### src/rtl/pwm_toggle_pkg.sv
package pwm_toggle_pkg;
  typedef enum logic {
    SRC_INT = 1'b0,
    SRC_EXT = 1'b1
  } tick_src_e;
endpackage

### src/rtl/pwm_duty_buf.sv
module pwm_duty_buf #(
  parameter int CNT_W = 16,
  localparam int LANES = (CNT_W + 7) / 8,
  localparam int SEL_W = (LANES > 1) ? $clog2(LANES) : 1
) (
  input  logic             clk_i,
  input  logic             rst_ni,
  input  logic             we_i,
  input  logic [SEL_W-1:0] bsel_i,
  input  logic [7:0]       byte_i,
  input  logic             load_i,
  input  logic             run_i,
  output logic [CNT_W-1:0] act_o
);
  logic [CNT_W-1:0] buf_w;

  for (genvar k = 0; k < LANES; k++) begin : g_lane
    localparam int LO = 8 * k;
    localparam int LW = (CNT_W - LO > 8) ? 8 : CNT_W - LO;
    logic [LW-1:0] lane_q;
    always_ff @(posedge clk_i or negedge rst_ni) begin
      if (!rst_ni)                              lane_q <= '0;
      else if (we_i && bsel_i == SEL_W'(k))     lane_q <= byte_i[LW-1:0];
    end
    assign buf_w[LO +: LW] = lane_q;
  end

  always_ff @(posedge clk_i or negedge rst_ni) begin
    if (!rst_ni)     act_o <= '0;
    else if (load_i) act_o <= buf_w;
  end

  // active compare only moves at a wrap or while stopped
  a_r9_act_stable: assert property (@(posedge clk_i) disable iff (!rst_ni)
    (run_i && !load_i) |=> $stable(act_o));
endmodule

### src/rtl/pwm_counter.sv
module pwm_counter #(
  parameter int CNT_W = 16
) (
  input  logic             clk_i,
  input  logic             rst_ni,
  input  logic             run_i,
  input  logic             tick_i,
  input  logic [CNT_W-1:0] cmp_i,
  output logic             wrap_o,
  output logic             match_o
);
  localparam logic [CNT_W-1:0] CNT_MAX = '1;

  logic [CNT_W-1:0] cnt_q;
  logic [CNT_W-1:0] cnt_nxt;
  logic             step;

  assign step    = run_i && tick_i;
  assign cnt_nxt = cnt_q + 1'b1;
  assign wrap_o  = step && (cnt_q == CNT_MAX);
  // wrap lands on 0, so a zero compare is never seen as a separate match
  assign match_o = step && (cnt_q != CNT_MAX) && (cnt_nxt == cmp_i);

  always_ff @(posedge clk_i or negedge rst_ni) begin
    if (!rst_ni)     cnt_q <= '0;
    else if (!run_i) cnt_q <= '0;
    else if (step)   cnt_q <= cnt_nxt;
  end

  a_r1_hold_no_tick: assert property (@(posedge clk_i) disable iff (!rst_ni)
    (run_i && !tick_i) |=> $stable(cnt_q));
  a_r3_clear_on_wrap: assert property (@(posedge clk_i) disable iff (!rst_ni)
    wrap_o |=> (cnt_q == '0));
  a_r6_idle_zero: assert property (@(posedge clk_i) disable iff (!rst_ni)
    !run_i |=> (cnt_q == '0));
  a_r5_no_double_event: assert property (@(posedge clk_i) disable iff (!rst_ni)
    !(wrap_o && match_o));
endmodule

### src/rtl/pwm_out_ff.sv
module pwm_out_ff (
  input  logic clk_i,
  input  logic rst_ni,
  input  logic run_i,
  input  logic init_lvl_i,
  input  logic wrap_i,
  input  logic match_i,
  output logic ff_o,
  output logic irq_o
);
  always_ff @(posedge clk_i or negedge rst_ni) begin
    if (!rst_ni) begin
      ff_o  <= 1'b0;
      irq_o <= 1'b0;
    end else begin
      irq_o <= wrap_i;
      if (!run_i)                ff_o <= init_lvl_i;
      else if (wrap_i || match_i) ff_o <= ~ff_o;
    end
  end

  a_r2_toggle_match: assert property (@(posedge clk_i) disable iff (!rst_ni)
    (run_i && match_i) |=> (ff_o != $past(ff_o)));
  a_r3_toggle_wrap: assert property (@(posedge clk_i) disable iff (!rst_ni)
    (run_i && wrap_i) |=> (ff_o != $past(ff_o)));
  a_r4_irq_after_wrap: assert property (@(posedge clk_i) disable iff (!rst_ni)
    irq_o |-> $past(wrap_i));
  a_r6_init_load: assert property (@(posedge clk_i) disable iff (!rst_ni)
    !run_i |=> (ff_o == $past(init_lvl_i)));
endmodule

### src/rtl/pwm_toggle_gen.sv
module pwm_toggle_gen
  import pwm_toggle_pkg::*;
#(
  parameter int CNT_W = 16,
  localparam int LANES = (CNT_W + 7) / 8,
  localparam int SEL_W = (LANES > 1) ? $clog2(LANES) : 1
) (
  input  logic             clk_i,
  input  logic             rst_ni,
  input  logic             run_i,
  input  logic             src_sel_i,
  input  logic             int_tick_i,
  input  logic             ext_tick_i,
  input  logic             init_lvl_i,
  input  logic             duty_we_i,
  input  logic [SEL_W-1:0] duty_bsel_i,
  input  logic [7:0]       duty_byte_i,
  output logic             pwm_o,
  output logic             irq_o
);
  tick_src_e        src;
  logic             tick;
  logic             wrap;
  logic             match;
  logic             ff_q;
  logic [CNT_W-1:0] cmp_act;

  assign src  = tick_src_e'(src_sel_i);
  assign tick = (src == SRC_EXT) ? ext_tick_i : int_tick_i;

  pwm_duty_buf #(.CNT_W(CNT_W)) u_duty (
    .clk_i  (clk_i),
    .rst_ni (rst_ni),
    .we_i   (duty_we_i),
    .bsel_i (duty_bsel_i),
    .byte_i (duty_byte_i),
    .load_i (wrap || !run_i),
    .run_i  (run_i),
    .act_o  (cmp_act)
  );

  pwm_counter #(.CNT_W(CNT_W)) u_cnt (
    .clk_i   (clk_i),
    .rst_ni  (rst_ni),
    .run_i   (run_i),
    .tick_i  (tick),
    .cmp_i   (cmp_act),
    .wrap_o  (wrap),
    .match_o (match)
  );

  pwm_out_ff u_ff (
    .clk_i      (clk_i),
    .rst_ni     (rst_ni),
    .run_i      (run_i),
    .init_lvl_i (init_lvl_i),
    .wrap_i     (wrap),
    .match_i    (match),
    .ff_o       (ff_q),
    .irq_o      (irq_o)
  );

  assign pwm_o = ~ff_q;

  a_r4_irq_pulse: assert property (@(posedge clk_i) disable iff (!rst_ni)
    irq_o |=> !irq_o || $past(wrap));
endmodule

### config.mk
export PLATFORM = sky130hd
export DESIGN_NAME = pwm_toggle_gen
export DESIGN_NICKNAME = d
export VERILOG_FILES = /design/src/rtl/pwm_toggle_pkg.sv /design/src/rtl/pwm_duty_buf.sv /design/src/rtl/pwm_counter.sv /design/src/rtl/pwm_out_ff.sv /design/src/rtl/pwm_toggle_gen.sv
export SDC_FILE = /design/constraint.sdc
export NUM_CORES = 1
export LEC_CHECK = 0
export ABC_AREA = 1
export CAP_MARGIN = 20
export CORE_UTILIZATION = 63
export DETAILED_ROUTE_END_ITERATION = 7
export PLACE_DENSITY = 0.85
export SYNTH_ARGS = -nofsm -noshare
export SYNTH_HDL_FRONTEND = slang
export SYNTH_SLANG_ARGS = --single-unit
### constraint.sdc
create_clock -name clk_i -period 2.8 [get_ports clk_i]
set_input_delay 0.56 -clock clk_i [delete_from_list [all_inputs] [get_ports clk_i]]
set_output_delay 0.56 -clock clk_i [all_outputs]
set_load 0.01 [all_outputs]
==> results of run 1 <==
per-layer routing:
layer	up-vias	track usage
met3	21	0.06757
met4	0	0.1090
met1	1111	0.4000
met2	115	0.4750
met5	-	0
li1	1194	-
area by class of cell:
type	instances	area share
clock inverters	3	0.01443
well taps	50	0.02062
flip-flops and latches	50	0.4124
clock buffers	5	0.02268
repair buffers	21	0.06515
multi-input cells	252	0.4029
inverters	50	0.06186
state kept, by name, indices dropped and copies added, names as in the netlist:
register / cells
u_ff.irq_o: 1
u_cnt.cnt_q: 16
u_duty.act_o: 16
u_duty.g_lane.lane_q: 16
u_ff.ff_o: 1
metrics by stage:
step	power [mW]	hold slack (ns)	cell area (um^2)	std cells	worst slack [ns]
3_5_place_dp	1.063	0.4682	2922	423	0.6096
4_1_cts	1.572	0.1804	3034	431	0.7217
5_1_grt	1.652	0.1963	3034	431	0.5175
3_3_place_gp	1.053	0.4568	2922	423	0.6903
2_1_floorplan	0.9714	0.2644	2699	360	1.069
6_report	1.568	0.1698	3034	431	0.6701
worst max-delay path: cells and delay by family, from the launching register on:
family | cells | cell delay [ns]
adder cells (fa/ha/maj) | 1 | 0.30
AO/OA/AOI/OAI | 2 | 0.25
AND/OR/NAND/NOR | 10 | 1.02
flip-flops | 1 | 0.50
cells by family (layout without fill, tap and decap cells):
| family | after synthesis | count (layout) | share of synthesized area |
|---|---|---|---|
| XOR/XNOR | 7 | 7 | 0.03292 |
| AND/OR/NAND/NOR | 193 | 193 | 0.3148 |
| AO/OA/AOI/OAI | 51 | 51 | 0.1006 |
| adder cells (fa/ha/maj) | 1 | 1 | 0.004635 |
| buffers and inverters | 58 | 79 | 0.08345 |
| flip-flops | 50 | 50 | 0.4636 |
placed cells by master (no fill, tap or decap), drive strengths merged, types with 3 or more instances in the layout:
cell type | synthesis | routed
a21oi | 3 | 3
buf | 4 | 4
clkbuf | 4 | 5
clkdlybuf4s50 | 0 | 17
dfrtp | 50 | 50
inv | 50 | 51
nand2 | 115 | 115
nand3 | 38 | 38
nand4 | 8 | 8
nor2 | 30 | 30
o21ai | 36 | 36
o22ai | 11 | 11
xor2 | 3 | 3
worst min path at each step:
stage	start	end	slack [ns]	depth (start not counted)
finish	rst_ni	u_cnt.cnt_q[10]	0.17	1
global route	rst_ni	u_cnt.cnt_q[14]	0.20	1
CTS	rst_ni	u_cnt.cnt_q[10]	0.18	1
detailed placement	u_duty.g_lane[0].lane_q[1]	u_duty.act_o[1]	0.47	2
global placement	u_duty.g_lane[1].lane_q[2]	u_duty.act_o[10]	0.46	2
floorplan	rst_ni	u_cnt.cnt_q[0]	0.26	0
power by group through the flow:
stage	Combinational [mW]	Clock, mW	Sequential, mW
global route	0.253	0.559	0.840
detailed placement	0.218	0	0.845
floorplan	0.141	0	0.830
finish	0.218	0.517	0.832
CTS	0.220	0.522	0.831
global placement	0.211	0	0.843
==> metrics.txt, run 1 <==
status completed; DRT antenna net count 0; Sink Count 50; crit share post-route 0.7607; sequential power share 0.531; Worst-Margin Slew between 0.6 and 0.7 ns; area leader, netlist dfrtp_1; sw frac 0.2700; post-cts repair resize count 0; Hold/Removal Path Class primary input to asynchronous set/reset pin; Final Setup Violations 0; Mapped Area roughly 2700 um^2; minimum clock period 2.130 ns; Pint ~1.1 mW; Die W slightly below 70 um; core area roughly 4100 um^2; R2R depth 13; Final Hold Fails 0; uppermost layer routed met4; unrepaired setup endpoints after global routing false; die area ~4500 um^2; Clk pwr share 0.330; H-tree levels 2; FF-to-FF setup slack roughly 0.67 ns; Setup Fix Bufs, Post-CTS 0; top cells by area, synth dfrtp_1 (46%), nand2_1 (15%), nand3_1 (7.0%), inv_1 (6.8%), o21ai_0 (6.3%); crit path capture u_ff.ff_o; Final Util 0.7478; P_sw approximately 420 uW; ANT cells 0; Remaining DRCs 0; WS Path Type flip-flop to flip-flop; most frequent cells after synthesis nand2_1 (111), dfrtp_1 (50), inv_1 (49), nand3_1 (38), o21ai_0 (34); share of the synthesized area in the top cell type 0.4636; CP max stage cell dfrtp_1; Max Cap Viol 0; largest net degree at the start of global routing 34; IO Pins 19; Routed met3 length 400 um; clock root buffer clkbuf_8; Mapped Cells between 300 and 400; DR vias about 2400; normalized max-slew margin 0.5465; wire length on met2 ~2.8 mm; setup TNS 0 ns; area of the multi-input gates roughly 1200 um^2; PortBufs 18; crit-path cells ha_1 -> nand2_1 -> nor2_2 -> nand2_1 -> nand2_1 -> nand2_1 -> a21oi_1 -> nand3_1 -> nor2_1 -> nand2_1 -> o21bai_1 -> nand2_1 -> nand2_1; CTS tree done; initial core utilization 0.6651; total gr overflow 0; Fmax ~470 MHz; drt total wl between 5 and 6 mm; Site Rows 23; routed vias/inst 5.664; Reg-to-Reg Start u_cnt.cnt_q[0]; post-synth cell types 24; syn avg cell area roughly 7.5 um^2; WL/cell 13.57 um; max-slew violations 0; worst reg2reg path endpoint u_ff.ff_o; yosys warns 0; initial DRC count around 310; Setup crit start kind flip-flop; GRT Resource Usage Total 0.2993; Clock Skew about 0.011 ns; CP max FO 6; maximum vdd drop between 0.0003 and 0.0004 V; #FFs+latches synth 50; Synth Flop Type dfrtp_1; hpwl dp between 4 and 5 mm; register area share after synthesis 0.4636; final net count ~400; Comb pwr share 0.139; Syn-to-layout area delta 12.42%; most numerous cell in the Yosys netlist nand2_1; M1 WL 2.564 mm; share of cells above drive strength 1 0.07087; Pleak ~1.4 nW; Seq. cell area ~1300 um^2; first-pass GRT wire length approximately 9.9 mm; CTS Buf Count 5; DRT Pass-1 Iters 6; max incr delay on CP about 0.5 ns; hold buffers post-CTS 0; Worst-path clk slew roughly 0.10 ns; type of destination of the critical path flip-flop; vias in the first global route 2214; WP data required approximately 3 ns; cell mode on critical path nand2_1; worst-case clock buffer depth 2; crit path from u_cnt.cnt_q[0]; Die H just under 70 um; Final Wtd Congestion approximately 0.92; initial antenna violation count 0; Synth async-reset ratio 1.000; number of flops mapped to enable cells by yosys 0; syn nets roughly 380; power per cell area ~520 nW/um^2; worst-skew pair later-pin latency about 0.31 ns; Critical Path AT 2.39 ns; fillers 327
No activity file was read; power rests on OpenSTA's default activity.
==> run 2: changes to the inputs <==
CORE_UTILIZATION = 53   (was 63)
PLACE_DENSITY = 0.76   (was 0.85)
clock period = 1.8 ns   (was 2.8 ns; I/O delays follow)
==> run 2 against run 1 <==
Net effect:
- utilization down 4.2 points
- clock skew is 0.0070 ns lower
- combinational power is 85% higher
- critical path depth unchanged
- hold slack worse by 0.15 ns
- clock-buffer cell count up 1
- sequential power is 55% higher
- non-clock buffer count up 20
- largest cell class is now multi-input gates
==> metrics.txt, run 2 (synthesized netlist as in run 1, its figures left out) <==
status completed; Remaining DRCs 0; total power roughly 2.5 mW; worst-skew pair later-pin latency 0.31 ns; Clock Skew between 0.004 and 0.005 ns; Fmax roughly 560 MHz; core area between 4000 and 5000 um^2; Max Cap Viol 0; Die H 73.36 um; FF-to-FF setup slack roughly 0.0025 ns; DRT Pass-1 Iters 4; CTS tree done; total gr overflow 0; Sink Count 50; biggest regs u_cnt.cnt_q x16, u_duty.act_o x16, u_duty.g_lane.lane_q x16; Routed met3 length 315 um; final net count 418; WP data required between 2 and 2.5 ns; maximum vdd drop 0.0005015 V; share of cells above drive strength 1 0.1771; crit share post-route 0.9986; Final Wtd Congestion approximately 0.89; sw frac 0.2691; Hold/Removal Path Class primary input to asynchronous set/reset pin; final non-filler cell total approximately 470; uppermost layer routed met4; drt total wl around 6.4 mm; routed vias/inst ~5.2; initial antenna violation count 0; minimum clock period roughly 1.8 ns; Worst-Margin Slew roughly 0.45 ns; Pint approximately 1.8 mW; power per cell area between 700 and 800 nW/um^2; worst-case clock buffer depth 2; DRT antenna net count 0; commonest cells after routing, fill and taps aside nand2_1 (99), inv_1 (49), dfrtp_1 (47); normalized max-slew margin 0.6974; PortBufs 18; Final Setup Violations 0; WS Path Type flip-flop to flip-flop; final worst slack 0.002533 ns; CP max FO 5; fillers around 400; Comb pwr share 0.163; P_sw around 670 uW; IO Pins 19; hpwl dp between 4 and 5 mm; Pleak 1.548 nW; CTS Buf Count 5; ANT cells 0; Worst-path clk slew 0.09 ns; vias in the first global route ~2300; die area 5382 um^2; Final Hold Fails 0; Die W ~73 um; Critical Path AT about 2.0 ns; max-slew violations 0; DR vias 2427; wire length on met2 around 3 mm; largest net degree at the start of global routing slightly above 50; Syn-to-layout area delta 25.92%; Setup crit start kind flip-flop; area of the multi-input gates around 1300 um^2; initial DRC count around 220; WL/cell roughly 14 um; first-pass GRT wire length around 11 mm; Site Rows 25; H-tree levels 2; clock root buffer clkbuf_8; hold buffers post-CTS 0; Clk pwr share 0.318; sequential power share 0.519; GRT Resource Usage Total 0.2642; unrepaired setup endpoints after global routing true; M1 WL approximately 2.9 mm; Seq. cell area approximately 1300 um^2; most common cell after layout, fill and taps aside nand2_1; Inst Count DP approximately 460; type of destination of the critical path flip-flop; pre-CTS setup slack -0.1909 ns; initial core utilization 0.5603
==> run 2: cell count changes in the layout (fill, tap and decap cells not counted), sizes merged <==
| cell | before | now |
|---|---|---|
| clkbuf | 5 | 7 |
| clkinvlp | 0 | 1 |
| buf | 4 | 23 |
| inv | 51 | 50 |
| clkinv | 1 | 0 |
==> run 2: area by class of cell <==
cell class	instances	area share
Clock buffer	6	0.02135
Clock inverter	2	0.01105
Inverter	50	0.05523
Multi-Input combinational cell	252	0.3951
Sequential cell	50	0.3693
Tap cell	67	0.02467
Timing Repair Buffer	41	0.1233
==> run 2: power groups by stage <==
| stage | logic [mW] | clock network (mW) | registers, mW |
|---|---|---|---|
| after detailed placement | 0.379 | 0 | 1.31 |
| after CTS | 0.389 | 0.808 | 1.29 |
| after global placement | 0.367 | 0 | 1.31 |
| after floorplan | 0.219 | 0 | 1.29 |
| after global routing | 0.456 | 0.854 | 1.30 |
| final | 0.404 | 0.790 | 1.29 |
==> run 2: what timing repair did <==
item	4_1_cts	5_1_grt
gates cloned	0	1
endpoints found under the setup margin	2	17
pin swaps	2	16
gates resized for setup	9	25
buffers inserted	0	3
hold endpoints to repair	0	0
==> run 2: routing by layer <==
| metal | vias to the layer above | track usage |
|---|---|---|
| li1 | 1244 | - |
| met1 | 1103 | 0.3655 |
| met2 | 69 | 0.4115 |
| met3 | 11 | 0.05213 |
| met4 | 0 | 0.1026 |
| met5 | - | 0 |
==> run 2: through the flow <==
step,hold slack [ns],util,setup TNS [ns],cell area [um^2]
4_1_cts,0.03059,0.6751,0,3252
6_report,0.02331,0.7055,0,3398
3_3_place_gp,0.3680,0.6436,-0.1704,3100
2_1_floorplan,0.06441,-,0,2699
5_1_grt,0.03711,0.7055,-0.1308,3398
3_5_place_dp,0.3684,0.6436,-1.122,3100
==> run 2: critical path, cell delays in order, from the launching register on <==
cell	delay, ns
dfrtp_1	0.42
ha_4	0.21
nand2_4	0.08
nor2_4	0.18
nand3_2	0.13
nand3_1	0.11
nand2_1	0.07
nor2_1	0.09
nand2_1	0.06
nor2_1	0.11
nand2_1	0.06
o21bai_1	0.11
nand2_1	0.06
nand2_1	0.06
==> run 2: path summary, 6_finish.rpt <==
check / from / end / cells past startpoint
min in group clk_i: u_duty.g_lane[1].lane_q[2] / u_duty.act_o[10] / 2
max in group asynchronous: rst_ni / u_cnt.cnt_q[3] / 2
hold reg to reg: u_duty.g_lane[1].lane_q[2] / u_duty.act_o[10] / 2
hold / removal: rst_ni / u_cnt.cnt_q[2] / 2
setup reg to reg: u_cnt.cnt_q[1] / u_ff.ff_o / 13
setup / recovery: u_cnt.cnt_q[1] / u_ff.ff_o / 13
==> run 3: changes to the inputs <==
CORE_UTILIZATION = 50   (was 53)
PLACE_DENSITY = 0.72   (was 0.76)
==> run 3 against run 2 <==
Net effect:
- the run now ends with negative setup slack left
- power decreased by 4.5%
- sequential power about the same
- utilization decreased by 6.3 points
- die area increased by 5.8%
- critical path type unchanged
- sequential cell count unchanged
- critical path depth increased by 2
- fmax decreased by 4.5%
- highest routed layer unchanged
- largest cell class unchanged
- register-to-register slack got worse by 0.08 ns
- design area decreased by 2.9%
- via count decreased by 1.2%
==> metrics.txt, run 3 (synthesized netlist as in run 1, its figures left out) <==
DRT antenna net count 0; biggest regs u_cnt.cnt_q x16, u_duty.act_o x16, u_duty.g_lane.lane_q x16; first-pass GRT wire length around 10 mm; share of cells above drive strength 1 0.1583; H-tree levels 2; WP data required 2.07 ns; Die H ~75 um; Max Cap Viol 0; Area after DPL between 3000 and 4000 um^2; fin area ~3300 um^2; Sink Count 50; GRT Resource Usage Total 0.2355; worst-skew pair later-pin latency approximately 0.32 ns; Final Setup Violations 1; minimum clock period between 1.5 and 2 ns; Routed met3 length ~280 um; sw frac 0.2929; routed vias/inst ~5.1; Final Hold Fails 0; most common cell after layout, fill and taps aside nand2_1; final net count roughly 420; CTS Buf Count 5; Syn-to-layout area delta 22.30%; total power ~2.4 mW; PortBufs 18; clock root buffer clkbuf_8; CP max stage cell dfrtp_1; DR vias between 2000 and 2500; commonest cells after routing, fill and taps aside nand2_1 (101), inv_1 (49), dfrtp_1 (48); Pleak roughly 1.5 nW; Clk pwr share 0.291; status complete, but fails checks; uppermost layer routed met4; unrepaired setup endpoints after global routing true; Fmax 531.5 MHz; crit-path leading delay family simple AND/OR/NAND/NOR gates; largest net degree at the start of global routing roughly 50; vias in the first global route between 2000 and 2500; DRT Pass-1 Iters 4; power per cell area 718.8 nW/um^2; fillers slightly below 500; failing checks negative setup slack; maximum vdd drop approximately 0.0005 V; Pint ~1.7 mW; crit share post-route 1.045; initial antenna violation count 0; Final Util 0.6422; Remaining DRCs 0; Die W approximately 75 um; max-slew violations 0; type of destination of the critical path flip-flop; Hold/Removal Path Class primary input to asynchronous set/reset pin; hpwl dp between 4 and 5 mm; P_sw a little under 700 uW; total gr overflow 0; ANT cells 0; Clock Skew around 0.013 ns; Final Wtd Congestion 0.8886; crit-path cells buf_6 -> nand2_4 -> nor2_4 -> nand2_2 -> nand2_2 -> nand2_2 -> nand2_2 -> nand3_2 -> inv_1 -> nand2_1 -> nor2_1 -> nand2_1 -> o21bai_1 -> nand2_1 -> nand2_1; CTS tree done; Buf/Inv on CP 2; WS Path Type flip-flop to flip-flop; final non-filler cell total 468; initial core utilization 0.5251; Critical Path AT 2.15 ns; IO Pins 19; Worst-Margin Slew around 0.45 ns; max incr delay on CP 0.42 ns; Inst Count DP approximately 460; CP max FO 7; WL/cell 13.47 um; sequential power share 0.545; drt total wl 6.304 mm; Worst-path clk slew about 0.10 ns; M1 WL slightly below 3 mm; pre-CTS setup slack -0.08791 ns; core area around 5000 um^2; die area approximately 5700 um^2; initial DRC count roughly 150; worst-case clock buffer depth 2; Setup crit start kind flip-flop; Site Rows 26; normalized max-slew margin 0.6983; Comb pwr share 0.164; wire length on met2 between 2 and 3 mm; final worst slack -0.08147 ns
## run 3: cell count changes in the layout (fill, tap and decap cells not counted), sizes merged
cell / before / now
inv: 50 / 52
buf: 23 / 21
bufinv: 1 / 0
clkinvlp: 1 / 0
clkinv: 0 / 1
clkbuf: 7 / 5
## run 3: per-layer routing
layer,vias to the layer above,GRT usage
met3,11,0.03704
li1,1234,-
met1,1103,0.3322
met5,-,0
met4,0,0.08230
met2,51,0.3710
## run 3: what timing repair did
action	4_1_cts	5_1_grt
gates resized for setup	8	18
pin swaps	1	11
endpoints found under the setup margin	1	3
buffers inserted	0	4
hold buffers	0	0
## run 3: final timing paths
kind | start | end | slack (ns) | depth (start not counted)
worst min-delay path | rst_ni | u_cnt.cnt_q[11] | 0.009 | 2
worst min register to register | u_duty.g_lane[0].lane_q[0] | u_duty.act_o[0] | 0.49 | 2
worst max-delay path | u_cnt.cnt_q[1] | u_ff.ff_o | -0.08 | 15
max in group asynchronous | rst_ni | u_cnt.cnt_q[3] | 1.54 | 2
worst max register to register | u_cnt.cnt_q[1] | u_ff.ff_o | -0.08 | 15
min in group clk_i | u_duty.g_lane[0].lane_q[0] | u_duty.act_o[0] | 0.49 | 2
## run 3: final cells by class
type / instances / area [um^2] / area share
multi-input cells: 252 / 1314 / 0.3980
flip-flops and latches: 50 / 1254 / 0.3798
repair buffers: 38 / 366.6 / 0.1111
inverters: 50 / 187.7 / 0.05686
well taps: 70 / 87.58 / 0.02654
clock buffers: 5 / 68.82 / 0.02085
clock inverters: 3 / 22.52 / 0.006823
## run 3: worst register-to-register path, stage by stage (launching register included)
cell and delay, ns:
dfrtp_1 0.42, buf_6 0.14, nand2_4 0.06, nor2_4 0.24, nand2_2 0.13, nand2_2 0.11, nand2_2 0.07, nand2_2 0.08
nand3_2 0.07, inv_1 0.06, nand2_1 0.04, nor2_1 0.10, nand2_1 0.06, o21bai_1 0.15, nand2_1 0.06, nand2_1 0.06
## run 3: power groups by stage
stage          combinational, mW  clock [mW]  sequential [mW]
2_1_floorplan              0.219           0             1.29
3_3_place_gp               0.370           0             1.31
3_5_place_dp               0.377           0             1.31
4_1_cts                    0.383       0.705             1.29
5_1_grt                    0.449       0.749             1.30
6_report                   0.390       0.690             1.29
## run 3: per-stage QoR
step,TNS [ns],hold slack [ns]
after floorplan,0,0.06441
after global placement,-0.8365,0.3695
after detailed placement,-1.324,0.3707
after CTS,0,0.02277
after global routing,-0.2717,0.03058
final,-0.08147,0.009185
